--- config.mk ---
export PLATFORM = sky130hd
export DESIGN_NAME = busy_release_tracker
export DESIGN_NICKNAME = d
export VERILOG_FILES = /design/src/rtl/busytrk_pkg.sv /design/src/rtl/bt_first_set.sv /design/src/rtl/bt_slot.sv /design/src/rtl/busy_release_tracker.sv
export SDC_FILE = /design/constraint.sdc
export NUM_CORES = 1
export LEC_CHECK = 0
export BUFFER_PORTS_ARGS = -buffer_cell sky130_fd_sc_hd__buf_2
export CAP_MARGIN = 20
export CORE_MARGIN = 5
export CORE_UTILIZATION = 45
export DETAILED_ROUTE_END_ITERATION = 10
export PLACE_DENSITY = 0.64
export SETUP_SLACK_MARGIN = 0.3
export SLEW_MARGIN = 10
export SYNTH_ARGS = -nofsm -noshare
export SYNTH_HDL_FRONTEND = slang
export SYNTH_SLANG_ARGS = --single-unit
export TNS_END_PERCENT = 20
--- constraint.sdc ---
create_clock -name clk -period 15.4 [get_ports clk]
set_clock_uncertainty 0.15 [all_clocks]
set_input_delay 3.08 -clock clk [delete_from_list [all_inputs] [get_ports clk]]
set_output_delay 3.08 -clock clk [all_outputs]
set_load 0.1 [all_outputs]
--- src/rtl/busytrk_pkg.sv ---
package busytrk_pkg;
  typedef enum logic [1:0] {
    SLOT_FREE = 2'd0,
    SLOT_BUSY = 2'd1,
    SLOT_PEND = 2'd2
  } slot_state_e;
endpackage

--- src/rtl/bt_first_set.sv ---
module bt_first_set #(
  parameter int N  = 4,
  parameter int IW = $clog2(N)
) (
  input  logic [N-1:0]  vec_i,
  output logic          found_o,
  output logic [IW-1:0] idx_o
);
  // lowest set bit wins
  always_comb begin
    found_o = 1'b0;
    idx_o   = '0;
    for (int i = N - 1; i >= 0; i--) begin
      if (vec_i[i]) begin
        found_o = 1'b1;
        idx_o   = IW'(i);
      end
    end
  end
endmodule

--- src/rtl/bt_slot.sv ---
module bt_slot
  import busytrk_pkg::*;
#(
  parameter int RES_W = 8,
  parameter int CNT_W = 6
) (
  input  logic             clk,
  input  logic             rst,
  input  logic             tick_en_i,
  input  logic             alloc_i,
  input  logic             add_i,
  input  logic             clr_i,
  input  logic [RES_W-1:0] key_res_i,
  input  logic [RES_W-1:0] key_unit_i,
  input  logic [CNT_W-1:0] add_cnt_i,
  output logic             hit_o,
  output logic             free_o,
  output logic             pend_o,
  output logic [RES_W-1:0] res_o,
  output logic [RES_W-1:0] unit_o
);
  slot_state_e      st;
  logic [CNT_W-1:0] cnt;
  logic [CNT_W-1:0] cnt_dec;
  logic             zero_now;

  assign cnt_dec  = (st == SLOT_BUSY && tick_en_i) ? cnt - 1'b1 : cnt;
  assign zero_now = (st == SLOT_BUSY) && tick_en_i && (cnt == CNT_W'(1));
  assign hit_o    = (st == SLOT_BUSY) && !zero_now &&
                    (res_o == key_res_i) && (unit_o == key_unit_i);
  assign free_o   = (st == SLOT_FREE);
  assign pend_o   = (st == SLOT_PEND);

  always_ff @(posedge clk) begin
    if (rst) begin
      st     <= SLOT_FREE;
      cnt    <= '0;
      res_o  <= '0;
      unit_o <= '0;
    end else begin
      unique case (st)
        SLOT_FREE: if (alloc_i) begin
          st     <= SLOT_BUSY;
          cnt    <= add_cnt_i;
          res_o  <= key_res_i;
          unit_o <= key_unit_i;
        end
        SLOT_BUSY: begin
          if (add_i)         cnt <= cnt_dec + add_cnt_i;
          else if (zero_now) begin
            st  <= SLOT_PEND;
            cnt <= '0;
          end else           cnt <= cnt_dec;
        end
        SLOT_PEND: if (clr_i) st <= SLOT_FREE;
        default:   st <= SLOT_FREE;
      endcase
    end
  end

  // a live entry never holds a zero count
  p_busy_nonzero_r2: assert property (@(posedge clk) disable iff (rst)
    (st == SLOT_BUSY) |-> (cnt != '0));

  // one accepted tick lowers a live counter by exactly one
  p_tick_dec_r4: assert property (@(posedge clk) disable iff (rst)
    (st == SLOT_BUSY && tick_en_i && !add_i && cnt > CNT_W'(1))
    |=> (st == SLOT_BUSY && cnt == $past(cnt) - 1'b1));

  // reaching zero moves the entry to waiting-for-report
  p_zero_pend_r5: assert property (@(posedge clk) disable iff (rst)
    (st == SLOT_BUSY && tick_en_i && cnt == CNT_W'(1)) |=> (st == SLOT_PEND));
endmodule

--- src/rtl/busy_release_tracker.sv ---
module busy_release_tracker #(
  parameter int DEPTH = 4,
  parameter int RES_W = 8,
  parameter int CNT_W = 6
) (
  input  logic             clk,
  input  logic             rst,
  input  logic             use_valid_i,
  input  logic [RES_W-1:0] use_res_i,
  input  logic [RES_W-1:0] use_unit_i,
  input  logic [CNT_W-1:0] use_cycles_i,
  input  logic             use_rsv_i,
  input  logic             tick_i,
  output logic             imm_rel_valid_o,
  output logic [RES_W-1:0] imm_rel_res_o,
  output logic             rsv_valid_o,
  output logic [RES_W-1:0] rsv_mask_o,
  output logic             overflow_o,
  output logic             free_valid_o,
  output logic [RES_W-1:0] free_res_o,
  output logic [RES_W-1:0] free_unit_o,
  output logic             free_last_o,
  output logic             free_unit_rel_o
);
  localparam int IDX_W = $clog2(DEPTH);

  logic [RES_W-1:0] key_unit;
  logic             use_ok, any_hit, has_free, reject, draining, tick_en;
  logic [DEPTH-1:0] hit_vec, free_vec, pend_vec, alloc_vec, add_vec, clr_vec;
  logic [IDX_W-1:0] free_idx, pick_idx;
  logic [RES_W-1:0] slot_res  [DEPTH];
  logic [RES_W-1:0] slot_unit [DEPTH];

  assign key_unit = use_rsv_i ? use_res_i : use_unit_i;
  assign use_ok   = use_valid_i && (use_cycles_i != '0);
  assign any_hit  = |hit_vec;
  assign reject   = use_ok && !any_hit && !has_free;
  assign tick_en  = tick_i && !draining;

  assign add_vec   = use_ok ? hit_vec : '0;
  assign alloc_vec = (use_ok && !any_hit && has_free) ? (DEPTH'(1) << free_idx) : '0;
  assign clr_vec   = draining ? (DEPTH'(1) << pick_idx) : '0;

  bt_first_set #(.N(DEPTH), .IW(IDX_W)) u_free_pick (
    .vec_i(free_vec), .found_o(has_free), .idx_o(free_idx));

  bt_first_set #(.N(DEPTH), .IW(IDX_W)) u_drain_pick (
    .vec_i(pend_vec), .found_o(draining), .idx_o(pick_idx));

  for (genvar g = 0; g < DEPTH; g++) begin : g_slot
    bt_slot #(.RES_W(RES_W), .CNT_W(CNT_W)) u_slot (
      .clk        (clk),
      .rst        (rst),
      .tick_en_i  (tick_en),
      .alloc_i    (alloc_vec[g]),
      .add_i      (add_vec[g]),
      .clr_i      (clr_vec[g]),
      .key_res_i  (use_res_i),
      .key_unit_i (key_unit),
      .add_cnt_i  (use_cycles_i),
      .hit_o      (hit_vec[g]),
      .free_o     (free_vec[g]),
      .pend_o     (pend_vec[g]),
      .res_o      (slot_res[g]),
      .unit_o     (slot_unit[g])
    );
  end

  always_ff @(posedge clk) begin
    if (rst) begin
      imm_rel_valid_o <= 1'b0;
      imm_rel_res_o   <= '0;
      rsv_valid_o     <= 1'b0;
      rsv_mask_o      <= '0;
      overflow_o      <= 1'b0;
      free_valid_o    <= 1'b0;
      free_res_o      <= '0;
      free_unit_o     <= '0;
      free_last_o     <= 1'b0;
      free_unit_rel_o <= 1'b0;
    end else begin
      imm_rel_valid_o <= use_valid_i && (use_cycles_i == '0);
      imm_rel_res_o   <= use_res_i;
      rsv_valid_o     <= use_ok && use_rsv_i && !reject;
      rsv_mask_o      <= use_res_i;
      overflow_o      <= reject;
      free_valid_o    <= draining;
      free_res_o      <= draining ? slot_res[pick_idx]  : '0;
      free_unit_o     <= draining ? slot_unit[pick_idx] : '0;
      free_last_o     <= draining && ($countones(pend_vec) == 1);
      free_unit_rel_o <= draining && $onehot(slot_res[pick_idx]);
    end
  end

  // a key lives in at most one slot
  p_single_match_r1: assert property (@(posedge clk) disable iff (rst)
    $onehot0(hit_vec));

  // freed beats come back to back until the marked one
  p_stream_cont_r6: assert property (@(posedge clk) disable iff (rst)
    (free_valid_o && !free_last_o) |=> free_valid_o);

  // no tick can start a new burst right behind a final beat
  p_stream_end_r7: assert property (@(posedge clk) disable iff (rst)
    (free_valid_o && free_last_o) |=> !free_valid_o);
endmodule

==> impl_metrics.env, run 1 <==
export IMPL_outcome="complete, no violations"
export IMPL_syn_cell_area_um2=7990
export IMPL_synth_seq_cells=126
export IMPL_multiInputGateArea_um2=5060
export IMPL_yosysWarnings=0
export IMPL_holdPathEnd="g_slot[1].u_slot.cnt[3]$_SDFFE_PP0P_"
export IMPL_relSlewSlack=0.424
export IMPL_synth_main_ff_cell="dfxtp_1"
export IMPL_wirelength_um=21900
export IMPL_row_count=48
export IMPL_post_cts_buffers=0
export IMPL_grt_max_degree=67
export IMPL_insertion_delay_ps=430
export IMPL_arrival_ps=6370
export IMPL_worstMarginPinSlew_ps=864
export IMPL_whs_ps=380
export IMPL_place_congestion=0.870
export IMPL_syn_to_final_growth_pct=12.6
export IMPL_initial_core_util=0.460
export IMPL_clockBufferDepth=2
export IMPL_ant_nets=0
export IMPL_r2r_end="free_unit_rel_o$_SDFF_PP0_"
export IMPL_viasPerCell=5.71
export IMPL_n_fill_cell=1628
export IMPL_seq_area_frac_synth=0.316
export IMPL_htreeDepth=4
export IMPL_dr_pass1_iters=5
export IMPL_finish_instance_area_um2=9000
export IMPL_cts_resized=0
export IMPL_dieArea_um2=20500
export IMPL_maxCapViolCount=0
export IMPL_ctsRootBufferMaster="clkbuf_16"
export IMPL_finalCoreUtilization=0.518
export IMPL_grt_remaining_overflow=0
export IMPL_vias=6709
export IMPL_netlist_top_cells_area="dfxtp_1 (32%), xnor2_1 (9.5%), nor2_1 (6.5%), mux2i_1 (5.8%), ha_1 (5.2%)"
export IMPL_cts_made_buffers=17
export IMPL_grt_usage=0.221
export IMPL_power_uw=922
export IMPL_place_hpwl_um=15500
export IMPL_fin_crit_ps=6160
export IMPL_avgSynthCellArea_um2=8.88
export IMPL_path_max_fanout=19
export IMPL_hold_viol_final=0
export IMPL_diodes=0
export IMPL_drt_initial_drc_count=483
export IMPL_drive_gt1_frac=0.168
export IMPL_fin_cells=1175
export IMPL_final_nets=1006
export IMPL_preCtsSetupSlack_ps=8820
export IMPL_setup_viol=0
export IMPL_min_from="g_slot[1].u_slot.cnt[3]$_SDFFE_PP0P_"
export IMPL_numPortBuffers=64
export IMPL_synth_cell_types=70
export IMPL_startpoint_type="input pin"
export IMPL_placed_area_um2=8390
export IMPL_cts_tree="done"
export IMPL_p_per_area_nw_per_um2=102
export IMPL_ir_worst_vdd_uv=95.3
export IMPL_synth_commonest_cells="nor2_1 (139), dfxtp_1 (126), xnor2_1 (87), mux2i_1 (46), a21oi_1 (40)"
export IMPL_max_clock_freq_mhz=162
export IMPL_grt_pass1_wl_um=35600
export IMPL_worstSetupPathType="input pin to register"
export IMPL_crit_required_ps=15610
export IMPL_rsz0062_at_grt="false"
export IMPL_synth_edf_count=0
export IMPL_r2r_start="g_slot[1].u_slot.st[1]$_SDFFE_PP0P_"
export IMPL_reg2reg_setup_slack_ps=10210
export IMPL_hold_depth=2
export IMPL_io_pins=65
export IMPL_wl_per_cell_um=18.7
export IMPL_async_flop_share=0
export IMPL_min_path_type="register to register"
export IMPL_cts_reportedPaths_clkPinSlew_ps=60
export IMPL_seqCellArea_um2=2520
export IMPL_die_x_um=143
export IMPL_netlist_area_leader_share=0.316
export IMPL_hold_buffers=0
export IMPL_ff2ff_path_depth=16
export IMPL_drc=0
export IMPL_yosysMostFrequentCell="nor2_1"
export IMPL_synth_cells=900
export IMPL_grt_pass1_vias=6599
export IMPL_end_kind="register"
export IMPL_totalNegativeSetupSlack_ps=0
export IMPL_dpl_cell_count=1142
export IMPL_leakage_nw=3.41
export IMPL_antenna_found_initial=0
export IMPL_synth_nets=969
export IMPL_yosys_area_top_type="dfxtp_1"
export IMPL_fin_crit_sh=0.400
export IMPL_die_h_um=143
export IMPL_clock_sinks=126
export IMPL_coreArea_um2=17400
export IMPL_slew_viol_final=0
export IMPL_fin_ws_ps=9240
[metal layers]
| metal | GRT usage | routed length, um |
|---|---|---|
| met1 | 0.306 | 10100 |
| met2 | 0.348 | 9970 |
| met3 | 0.0549 | 1540 |
| met4 | 0.0575 | 325 |
| met5 | 0 | 0 |
[cell type report]
| class | count | share of cell area |
|---|---|---|
| Clock buffer | 18 | 0.0488 |
| Clock inverter | 14 | 0.0175 |
| Inverter | 31 | 0.0129 |
| Multi-Input combinational cell | 684 | 0.562 |
| Sequential cell | 126 | 0.280 |
| Tap cell | 225 | 0.0313 |
| Timing Repair Buffer | 77 | 0.0467 |
[flip-flops by register name (all words and copies together), names as in the netlist]
register	count
free_last_o	1
free_res_o	8
free_unit_o	8
free_unit_rel_o	1
free_valid_o	1
g_slot.u_slot.cnt	24
g_slot.u_slot.res_o	32
g_slot.u_slot.st	8
g_slot.u_slot.unit_o	32
imm_rel_valid_o	1
overflow_o	1
rsv_mask_o	8
rsv_valid_o	1
[power by group]
part,internal [mW],switching (mW)
Sequential,0.338,0.0128
Clock,0.245,0.163
Combinational,0.0624,0.101
[critical path: stages]
cell	delay, ps
buf_2	340
inv_1	110
nor3_1	590
nor2_1	90
a21oi_1	310
ha_1	320
a211oi_1	270
o21bai_1	120
a21oi_1	330
o21ai_0	150
o32a_1	300
o211ai_1	90
o211ai_1	120
a21oi_1	160
[logic make-up (layout without fill, tap and decap cells)]
group / count (synthesis) / after routing / synth area share
AOI/OAI and AO/OA: 170 / 170 / 0.162
buffers and inverters: 90 / 140 / 0.0521
muxes: 68 / 68 / 0.0911
adders and majority gates: 42 / 42 / 0.0742
xor gates and xnor gates: 96 / 96 / 0.105
DFF: 126 / 126 / 0.316
and+or+nand+nor: 308 / 308 / 0.199
[placed cells by master, fill, tap and decap left out, drive strengths merged, types with 9 or more instances in the layout]
cell	synthesis	layout
a211oi	41	41
a21oi	40	40
a222oi	12	12
and2	10	10
buf	22	77
clkbuf	37	18
dfxtp	126	126
fa	9	9
ha	33	33
inv	31	36
mux2	14	14
mux2i	54	54
nand2	31	31
nand3	12	12
nand4	24	24
nor2	139	139
nor2b	20	20
nor3	25	25
nor4	15	15
o21ai	9	9
xnor2	87	87
xor2	9	9
[worst max-delay path by stage]
stage | cells after the start | from | end
after floorplan | 14 | tick_i | g_slot[0].u_slot.cnt[5]$_SDFFE_PP0P_
after global placement | 14 | tick_i | g_slot[0].u_slot.cnt[5]$_SDFFE_PP0P_
after detailed placement | 14 | tick_i | g_slot[0].u_slot.cnt[5]$_SDFFE_PP0P_
after CTS | 14 | tick_i | g_slot[0].u_slot.cnt[5]$_SDFFE_PP0P_
after global routing | 14 | tick_i | g_slot[0].u_slot.cnt[5]$_SDFFE_PP0P_
final | 14 | tick_i | g_slot[0].u_slot.cnt[5]$_SDFFE_PP0P_
(Power assumes the default switching activity.)
==> run 2: changes to the inputs <==
--- a/config.mk
+++ b/config.mk
@@ -5,12 +5,13 @@
 export SDC_FILE = /design/constraint.sdc
 export NUM_CORES = 1
 export LEC_CHECK = 0
+export ABC_AREA = 1
 export BUFFER_PORTS_ARGS = -buffer_cell sky130_fd_sc_hd__buf_2
 export CAP_MARGIN = 20
 export CORE_MARGIN = 5
 export CORE_UTILIZATION = 45
 export DETAILED_ROUTE_END_ITERATION = 10
-export PLACE_DENSITY = 0.64
+export PLACE_DENSITY = 0.63
 export SETUP_SLACK_MARGIN = 0.3
 export SLEW_MARGIN = 10
 export SYNTH_ARGS = -nofsm -noshare
==> constraint.sdc (replaced) <==
create_clock -name clk -period 5.7 [get_ports clk]
set_clock_uncertainty 0.15 [all_clocks]
set_input_delay 1.14 -clock clk [delete_from_list [all_inputs] [get_ports clk]]
set_output_delay 1.14 -clock clk [all_outputs]
set_load 0.1 [all_outputs]
==> run 2 against run 1 <==
  * Sequential cell count stayed put
  * Register-to-register slack worse by 9400 ps
  * Global-route usage is 1.5 points higher
  * Via count grew 40%
  * Total power rose to 2.8 times the previous value
  * Critical path type is now register to register
  * Critical endpoint is now free_unit_rel_o$_SDFF_PP0_
  * Largest cell class unchanged
  * Highest routed layer unchanged
==> impl_metrics.env, run 2 <==
export IMPL_place_hpwl_um=20800
export IMPL_p_seq_frac=0.367
export IMPL_insertion_delay_ps=430
export IMPL_cts_resized=0
export IMPL_r2r_start="g_slot[1].u_slot.st[0]$_SDFFE_PP0P_"
export IMPL_post_cts_buffers=0
export IMPL_arrival_ps=5050
export IMPL_dpl_cell_count=1783
export IMPL_r2r_end="free_unit_rel_o$_SDFF_PP0_"
export IMPL_cts_reportedPaths_clkPinSlew_ps=60
export IMPL_min_path_type="register to register"
export IMPL_grt_pass1_vias=8650
export IMPL_cpMaxStageDelayCell="fa_1"
export IMPL_syn_to_final_growth_pct=10.4
export IMPL_async_flop_share=0
export IMPL_reg_top3="g_slot.u_slot.res_o (32), g_slot.u_slot.unit_o (32), g_slot.u_slot.cnt (24)"
export IMPL_cp_depth=20
export IMPL_path_max_fanout=15
export IMPL_wirelength_um=28100
export IMPL_yosysMostFrequentCell="nand2_1"
export IMPL_multiInputGateArea_um2=5710
export IMPL_coreArea_um2=20300
export IMPL_synth_seq_cells=126
export IMPL_path_cells="inv_1 -> nand2_1 -> nand2_2 -> nor2_2 -> buf_4 -> inv_1 -> nor2_2 -> inv_2 -> o22ai_1 -> a31oi_1 -> fa_1 -> inv_1 -> fa_1 -> fa_1 -> inv_1 -> ha_1 -> inv_1 -> fa_1 -> o211ai_1 -> a211oi_1"
export IMPL_totalNegativeSetupSlack_ps=0
export IMPL_critPathBufInv=7
export IMPL_initial_core_util=0.458
export IMPL_relSlewSlack=0.405
export IMPL_io_pins=65
export IMPL_synth_edf_count=0
export IMPL_synth_cells=1498
export IMPL_pwr_share_clk=0.430
export IMPL_cts_made_buffers=17
export IMPL_synth_main_ff_cell="dfxtp_1"
export IMPL_max_clock_freq_mhz=205
export IMPL_setup_viol=0
export IMPL_mostFrequentLayoutCells="nand2_1 (496), inv_1 (178), nor2_1 (127)"
export IMPL_grt_max_degree=35
export IMPL_rsz0062_at_grt="false"
export IMPL_die_h_um=154
export IMPL_p_per_area_nw_per_um2=249
export IMPL_crit_path_end="free_unit_rel_o$_SDFF_PP0_"
export IMPL_reg2reg_setup_slack_ps=830
export IMPL_ctsRootBufferMaster="clkbuf_16"
export IMPL_hold_buffers=0
export IMPL_maxCapViolCount=0
export IMPL_netlist_top_cells_area="dfxtp_1 (27%), nand2_1 (20%), inv_1 (7.2%), nand3_1 (6.0%), a21oi_1 (5.9%)"
export IMPL_grt_pass1_wl_um=45200
export IMPL_synth_nets=1567
export IMPL_outcome="complete, no violations"
export IMPL_fin_cells=1815
export IMPL_dieArea_um2=23600
export IMPL_hold_viol_final=0
export IMPL_startpoint_type="register"
export IMPL_fin_crit_sh=0.855
export IMPL_worstMarginPinSlew_ps=892
export IMPL_grt_remaining_overflow=0
export IMPL_final_nets=1601
export IMPL_wl_per_cell_um=15.5
export IMPL_fin_crit_ps=4870
export IMPL_seqCellArea_um2=2520
export IMPL_clockBufferDepth=2
export IMPL_ff2ff_path_depth=20
export IMPL_vias=9397
export IMPL_end_kind="register"
export IMPL_synth_cell_types=48
export IMPL_grt_usage=0.237
export IMPL_worstSetupPathType="register to register"
export IMPL_final_common_cell="nand2_1"
export IMPL_switchingPower_uw=837
export IMPL_drt_initial_drc_count=551
export IMPL_crit_path_frequent_cell="inv_1"
export IMPL_diodes=0
export IMPL_place_congestion=0.910
export IMPL_antenna_found_initial=0
export IMPL_leakage_nw=5.03
export IMPL_viasPerCell=5.18
export IMPL_slew_viol_final=0
export IMPL_cellInternalPower_mw=1.72
export IMPL_synth_commonest_cells="nand2_1 (496), inv_1 (178), nor2_1 (128), dfxtp_1 (126), nand3_1 (112)"
export IMPL_clock_sinks=126
export IMPL_ant_nets=0
export IMPL_max_stage_delay_ps=550
export IMPL_n_fill_cell=2160
export IMPL_power_frac_comb=0.202
export IMPL_drive_gt1_frac=0.116
export IMPL_ir_worst_vdd_uv=170
export IMPL_seq_area_frac_synth=0.271
export IMPL_netlist_area_leader_share=0.271
export IMPL_die_x_um=154
export IMPL_cp_top_family="adder cells"
export IMPL_yosysWarnings=0
export IMPL_drc=0
export IMPL_avgSynthCellArea_um2=6.21
export IMPL_yosys_area_top_type="dfxtp_1"
export IMPL_crit_start="g_slot[1].u_slot.st[0]$_SDFFE_PP0P_"
export IMPL_numPortBuffers=64
export IMPL_syn_cell_area_um2=9300
export IMPL_cts_tree="done"
export IMPL_crit_required_ps=5880
export IMPL_row_count=52
export IMPL_p_sw_frac=0.328
export IMPL_dr_pass1_iters=5
export IMPL_htreeDepth=4
==> run 2: layer usage <==
layer,routed length [um],GRT usage,part of all wire,up-vias
met5,0,0,0,-
met4,454,0.0631,0.016,0
met3,1820,0.0340,0.065,32
met2,13000,0.393,0.46,271
met1,12800,0.323,0.46,4264
li1,-,-,-,4830
==> run 2: stage by stage <==
stage           util  power, mW  setup WS [ps]  hold slack, ps  cell area (um^2)
6_report       0.506       2.55            826             331             10300
5_1_grt        0.506       2.67            568             350             10300
3_3_place_gp   0.477       1.46            832             316              9670
3_5_place_dp   0.477       1.47            565             321              9670
2_1_floorplan      -       1.35           1410             302              9300
4_1_cts        0.505       2.56            564             330             10300
==> run 2: worst reg2reg max path, delay by kind of cell, from the launching register on <==
kind,cells,cell delay (ps)
adders and majority gates,5,2090
AOI/OAI and AO/OA,4,530
and+or+nand+nor,4,870
buffers and inverters,7,800
DFF,1,330
==> run 2: layout make-up <==
type	instances	area share
Multi-Input combinational cell	1125	0.557
Sequential cell	126	0.246
Inverter	189	0.0696
Clock buffer	17	0.0415
Timing Repair Buffer	73	0.0378
Tap cell	270	0.0329
Clock inverter	15	0.0157
==> run 2: cells by family (layout without fill, tap and decap cells) <==
logic type | after synthesis | after routing | synth area share
and+or+nand+nor | 816 | 816 | 0.380
buffers and inverters | 247 | 294 | 0.114
AOI/OAI and AO/OA | 230 | 230 | 0.136
DFF | 126 | 126 | 0.271
adders and majority gates | 42 | 42 | 0.0638
xor gates and xnor gates | 37 | 37 | 0.0349
==> run 2: worst min path at each step <==
stage	from	end	slack [ps]	cells after the start
2_1_floorplan	g_slot[0].u_slot.res_o[0]$_SDFFE_PP0P_	g_slot[0].u_slot.res_o[0]$_SDFFE_PP0P_	300	2
3_3_place_gp	g_slot[1].u_slot.res_o[4]$_SDFFE_PP0P_	g_slot[1].u_slot.res_o[4]$_SDFFE_PP0P_	320	2
3_5_place_dp	g_slot[0].u_slot.res_o[0]$_SDFFE_PP0P_	g_slot[0].u_slot.res_o[0]$_SDFFE_PP0P_	320	2
4_1_cts	g_slot[0].u_slot.res_o[0]$_SDFFE_PP0P_	g_slot[0].u_slot.res_o[0]$_SDFFE_PP0P_	330	2
5_1_grt	g_slot[1].u_slot.res_o[4]$_SDFFE_PP0P_	g_slot[1].u_slot.res_o[4]$_SDFFE_PP0P_	350	2
6_report	g_slot[0].u_slot.res_o[0]$_SDFFE_PP0P_	g_slot[0].u_slot.res_o[0]$_SDFFE_PP0P_	330	2
==> run 2: power by group through the flow <==
stage | combinational, mW | sequential (mW) | clock [mW]
CTS | 0.515 | 0.937 | 1.11
global route | 0.581 | 0.941 | 1.15
floorplan | 0.379 | 0.976 | 0
detailed placement | 0.512 | 0.956 | 0
global placement | 0.508 | 0.956 | 0
finish | 0.517 | 0.938 | 1.10
==> run 3: changes to the inputs <==
--- a/config.mk
+++ b/config.mk
@@ -5,13 +5,13 @@
 export SDC_FILE = /design/constraint.sdc
 export NUM_CORES = 1
 export LEC_CHECK = 0
-export ABC_AREA = 1
+export ABC_AREA = 0
 export BUFFER_PORTS_ARGS = -buffer_cell sky130_fd_sc_hd__buf_2
 export CAP_MARGIN = 20
 export CORE_MARGIN = 5
 export CORE_UTILIZATION = 45
 export DETAILED_ROUTE_END_ITERATION = 10
-export PLACE_DENSITY = 0.63
+export PLACE_DENSITY = 0.64
 export SETUP_SLACK_MARGIN = 0.3
 export SLEW_MARGIN = 10
 export SYNTH_ARGS = -nofsm -noshare
==> run 3 against run 2 <==
  * Sequential cell count is the same
  * Wire length shrank 22%
  * Setup slack gained 48 ps
  * Combinational power shrank 15%
  * Global-route usage shrank 1.8 points
  * Hold slack gained 44 ps
  * Critical path depth shrank 5
  * Utilization grew 1.3 points
  * Die area shrank 13%
  * Final cell count shrank 35%
  * Via count shrank 28%
  * Count of clock-buffer cells in the layout is the same
==> impl_metrics.env, run 3 (same netlist as run 1, synthesis figures left out) <==
export IMPL_outcome="complete, no violations"
export IMPL_die_h_um=143
export IMPL_slew_viol_final=0
export IMPL_worstMarginPinSlew_ps=949
export IMPL_critPathBufInv=3
export IMPL_drc=0
export IMPL_diodes=0
export IMPL_die_x_um=143
export IMPL_startpoint_type="register"
export IMPL_worstSetupPathType="register to register"
export IMPL_whs_ps=375
export IMPL_crit_required_ps=5890
export IMPL_p_per_area_nw_per_um2=276
export IMPL_cellInternalPower_mw=1.73
export IMPL_htreeDepth=4
export IMPL_setup_viol=0
export IMPL_clock_sinks=126
export IMPL_hold_buffers=0
export IMPL_ff2ff_path_depth=15
export IMPL_numPortBuffers=64
export IMPL_switchingPower_uw=749
export IMPL_maxCapViolCount=0
export IMPL_wirelength_um=21900
export IMPL_finish_instance_area_um2=8990
export IMPL_r2r_end="free_unit_rel_o$_SDFF_PP0_"
export IMPL_n_fill_cell=1620
export IMPL_place_hpwl_um=15800
export IMPL_grt_remaining_overflow=0
export IMPL_power_frac_comb=0.178
export IMPL_io_pins=65
export IMPL_ir_worst_vdd_uv=206
export IMPL_crit_path_frequent_cell="fa_1"
export IMPL_cpMaxStageDelayCell="fa_1"
export IMPL_max_stage_delay_ps=500
export IMPL_dr_pass1_iters=5
export IMPL_wl_per_cell_um=18.7
export IMPL_final_nets=1007
export IMPL_min_path_type="register to register"
export IMPL_fin_crit_ps=4830
export IMPL_post_cts_buffers=0
export IMPL_r2r_start="g_slot[3].u_slot.st[1]$_SDFFE_PP0P_"
export IMPL_clockBufferDepth=2
export IMPL_viasPerCell=5.73
export IMPL_rsz0062_at_grt="false"
export IMPL_relSlewSlack=0.366
export IMPL_power_mw=2.48
export IMPL_cts_made_buffers=17
export IMPL_leakage_nw=3.42
export IMPL_cts_resized=0
export IMPL_ctsRootBufferMaster="clkbuf_16"
export IMPL_reg2reg_setup_slack_ps=870
export IMPL_grt_usage=0.218
export IMPL_grt_max_degree=71
export IMPL_insertion_delay_ps=420
export IMPL_drt_initial_drc_count=533
export IMPL_pwr_share_clk=0.440
export IMPL_arrival_ps=5010
export IMPL_end_kind="register"
export IMPL_holdPathEnd="g_slot[1].u_slot.unit_o[6]$_SDFFE_PP0P_"
export IMPL_placed_area_um2=8410
export IMPL_row_count=48
export IMPL_initial_core_util=0.460
export IMPL_path_max_fanout=9
export IMPL_reg_top3="g_slot.u_slot.res_o (32), g_slot.u_slot.unit_o (32), g_slot.u_slot.cnt (24)"
export IMPL_path_cells="nor2b_1 -> nand2_1 -> a21oi_2 -> buf_4 -> mux2_2 -> a222oi_1 -> fa_1 -> fa_1 -> inv_1 -> ha_1 -> inv_1 -> fa_1 -> a2111oi_0 -> a21oi_1 -> nor3_1"
export IMPL_p_sw_frac=0.302
export IMPL_antenna_found_initial=0
export IMPL_syn_to_final_growth_pct=12.6
export IMPL_grt_pass1_vias=6434
export IMPL_vias=6737
export IMPL_min_from="g_slot[1].u_slot.unit_o[6]$_SDFFE_PP0P_"
export IMPL_max_clock_freq_mhz=207
export IMPL_cp_top_family="adder cells"
export IMPL_hold_depth=2
export IMPL_coreArea_um2=17400
export IMPL_final_common_cell="nor2_1"
export IMPL_hold_viol_final=0
export IMPL_fin_crit_sh=0.847
export IMPL_cts_tree="done"
export IMPL_totalNegativeSetupSlack_ps=0
export IMPL_p_seq_frac=0.382
export IMPL_grt_pass1_wl_um=35400
export IMPL_place_congestion=0.911
export IMPL_dieArea_um2=20500
export IMPL_cts_reportedPaths_clkPinSlew_ps=60
export IMPL_drive_gt1_frac=0.169
export IMPL_mostFrequentLayoutCells="nor2_1 (139), dfxtp_1 (126), xnor2_1 (87)"
export IMPL_ant_nets=0
run 3: cell type report:
class                           instances  area, um^2  area share
Inverter                               31         116      0.0129
Clock buffer                           17         425      0.0473
Sequential cell                       126        2520       0.280
Multi-Input combinational cell        684        5060       0.563
Clock inverter                         15         160      0.0178
Tap cell                              225         282      0.0313
Timing Repair Buffer                   78         428      0.0476
run 3: worst max-delay path by stage:
stage               slack, ps                                 from  cells after the start                    endpoint
global placement         1000  g_slot[3].u_slot.st[1]$_SDFFE_PP0P_                     15  free_unit_rel_o$_SDFF_PP0_
detailed placement        930  g_slot[3].u_slot.st[1]$_SDFFE_PP0P_                     15  free_unit_rel_o$_SDFF_PP0_
CTS                       880  g_slot[3].u_slot.st[1]$_SDFFE_PP0P_                     15  free_unit_rel_o$_SDFF_PP0_
floorplan                 860  g_slot[3].u_slot.st[1]$_SDFFE_PP0P_                     17  free_unit_rel_o$_SDFF_PP0_
finish                    870  g_slot[3].u_slot.st[1]$_SDFFE_PP0P_                     15  free_unit_rel_o$_SDFF_PP0_
global route              460  g_slot[0].u_slot.st[1]$_SDFFE_PP0P_                     17  free_unit_rel_o$_SDFF_PP0_
run 3: layer usage:
metal | wire [um] | up-vias | GRT usage
li1 | - | 3299 | -
met1 | 10600 | 3208 | 0.314
met2 | 9930 | 210 | 0.338
met3 | 1160 | 20 | 0.0425
met4 | 258 | 0 | 0.0540
met5 | 0 | - | 0
run 3: power groups by stage:
stage | Combinational [mW] | Sequential (mW) | Clock [mW]
after global routing | 0.488 | 0.952 | 1.16
final | 0.441 | 0.949 | 1.09
after CTS | 0.441 | 0.948 | 1.11
after global placement | 0.433 | 0.967 | 0
after detailed placement | 0.438 | 0.967 | 0
after floorplan | 0.332 | 0.982 | 0
run 3: through the flow:
stage,utilization,worst slack [ps],std cells
final,0.518,874,1176
after global routing,0.518,456,1176
after CTS,0.518,875,1176
after detailed placement,0.485,928,1144
after global placement,0.485,1000,1144
after floorplan,-,860,900
run 3: worst reg2reg max path: stages, from the launching register on:
cell       delay (ps)
dfxtp_1           350
nor2b_1           390
nand2_1           190
a21oi_2           450
buf_4             290
mux2_2            360
a222oi_1          460
fa_1              500
fa_1              430
inv_1              60
ha_1              150
inv_1              50
fa_1              370
a2111oi_0         360
a21oi_1            80
nor3_1            130
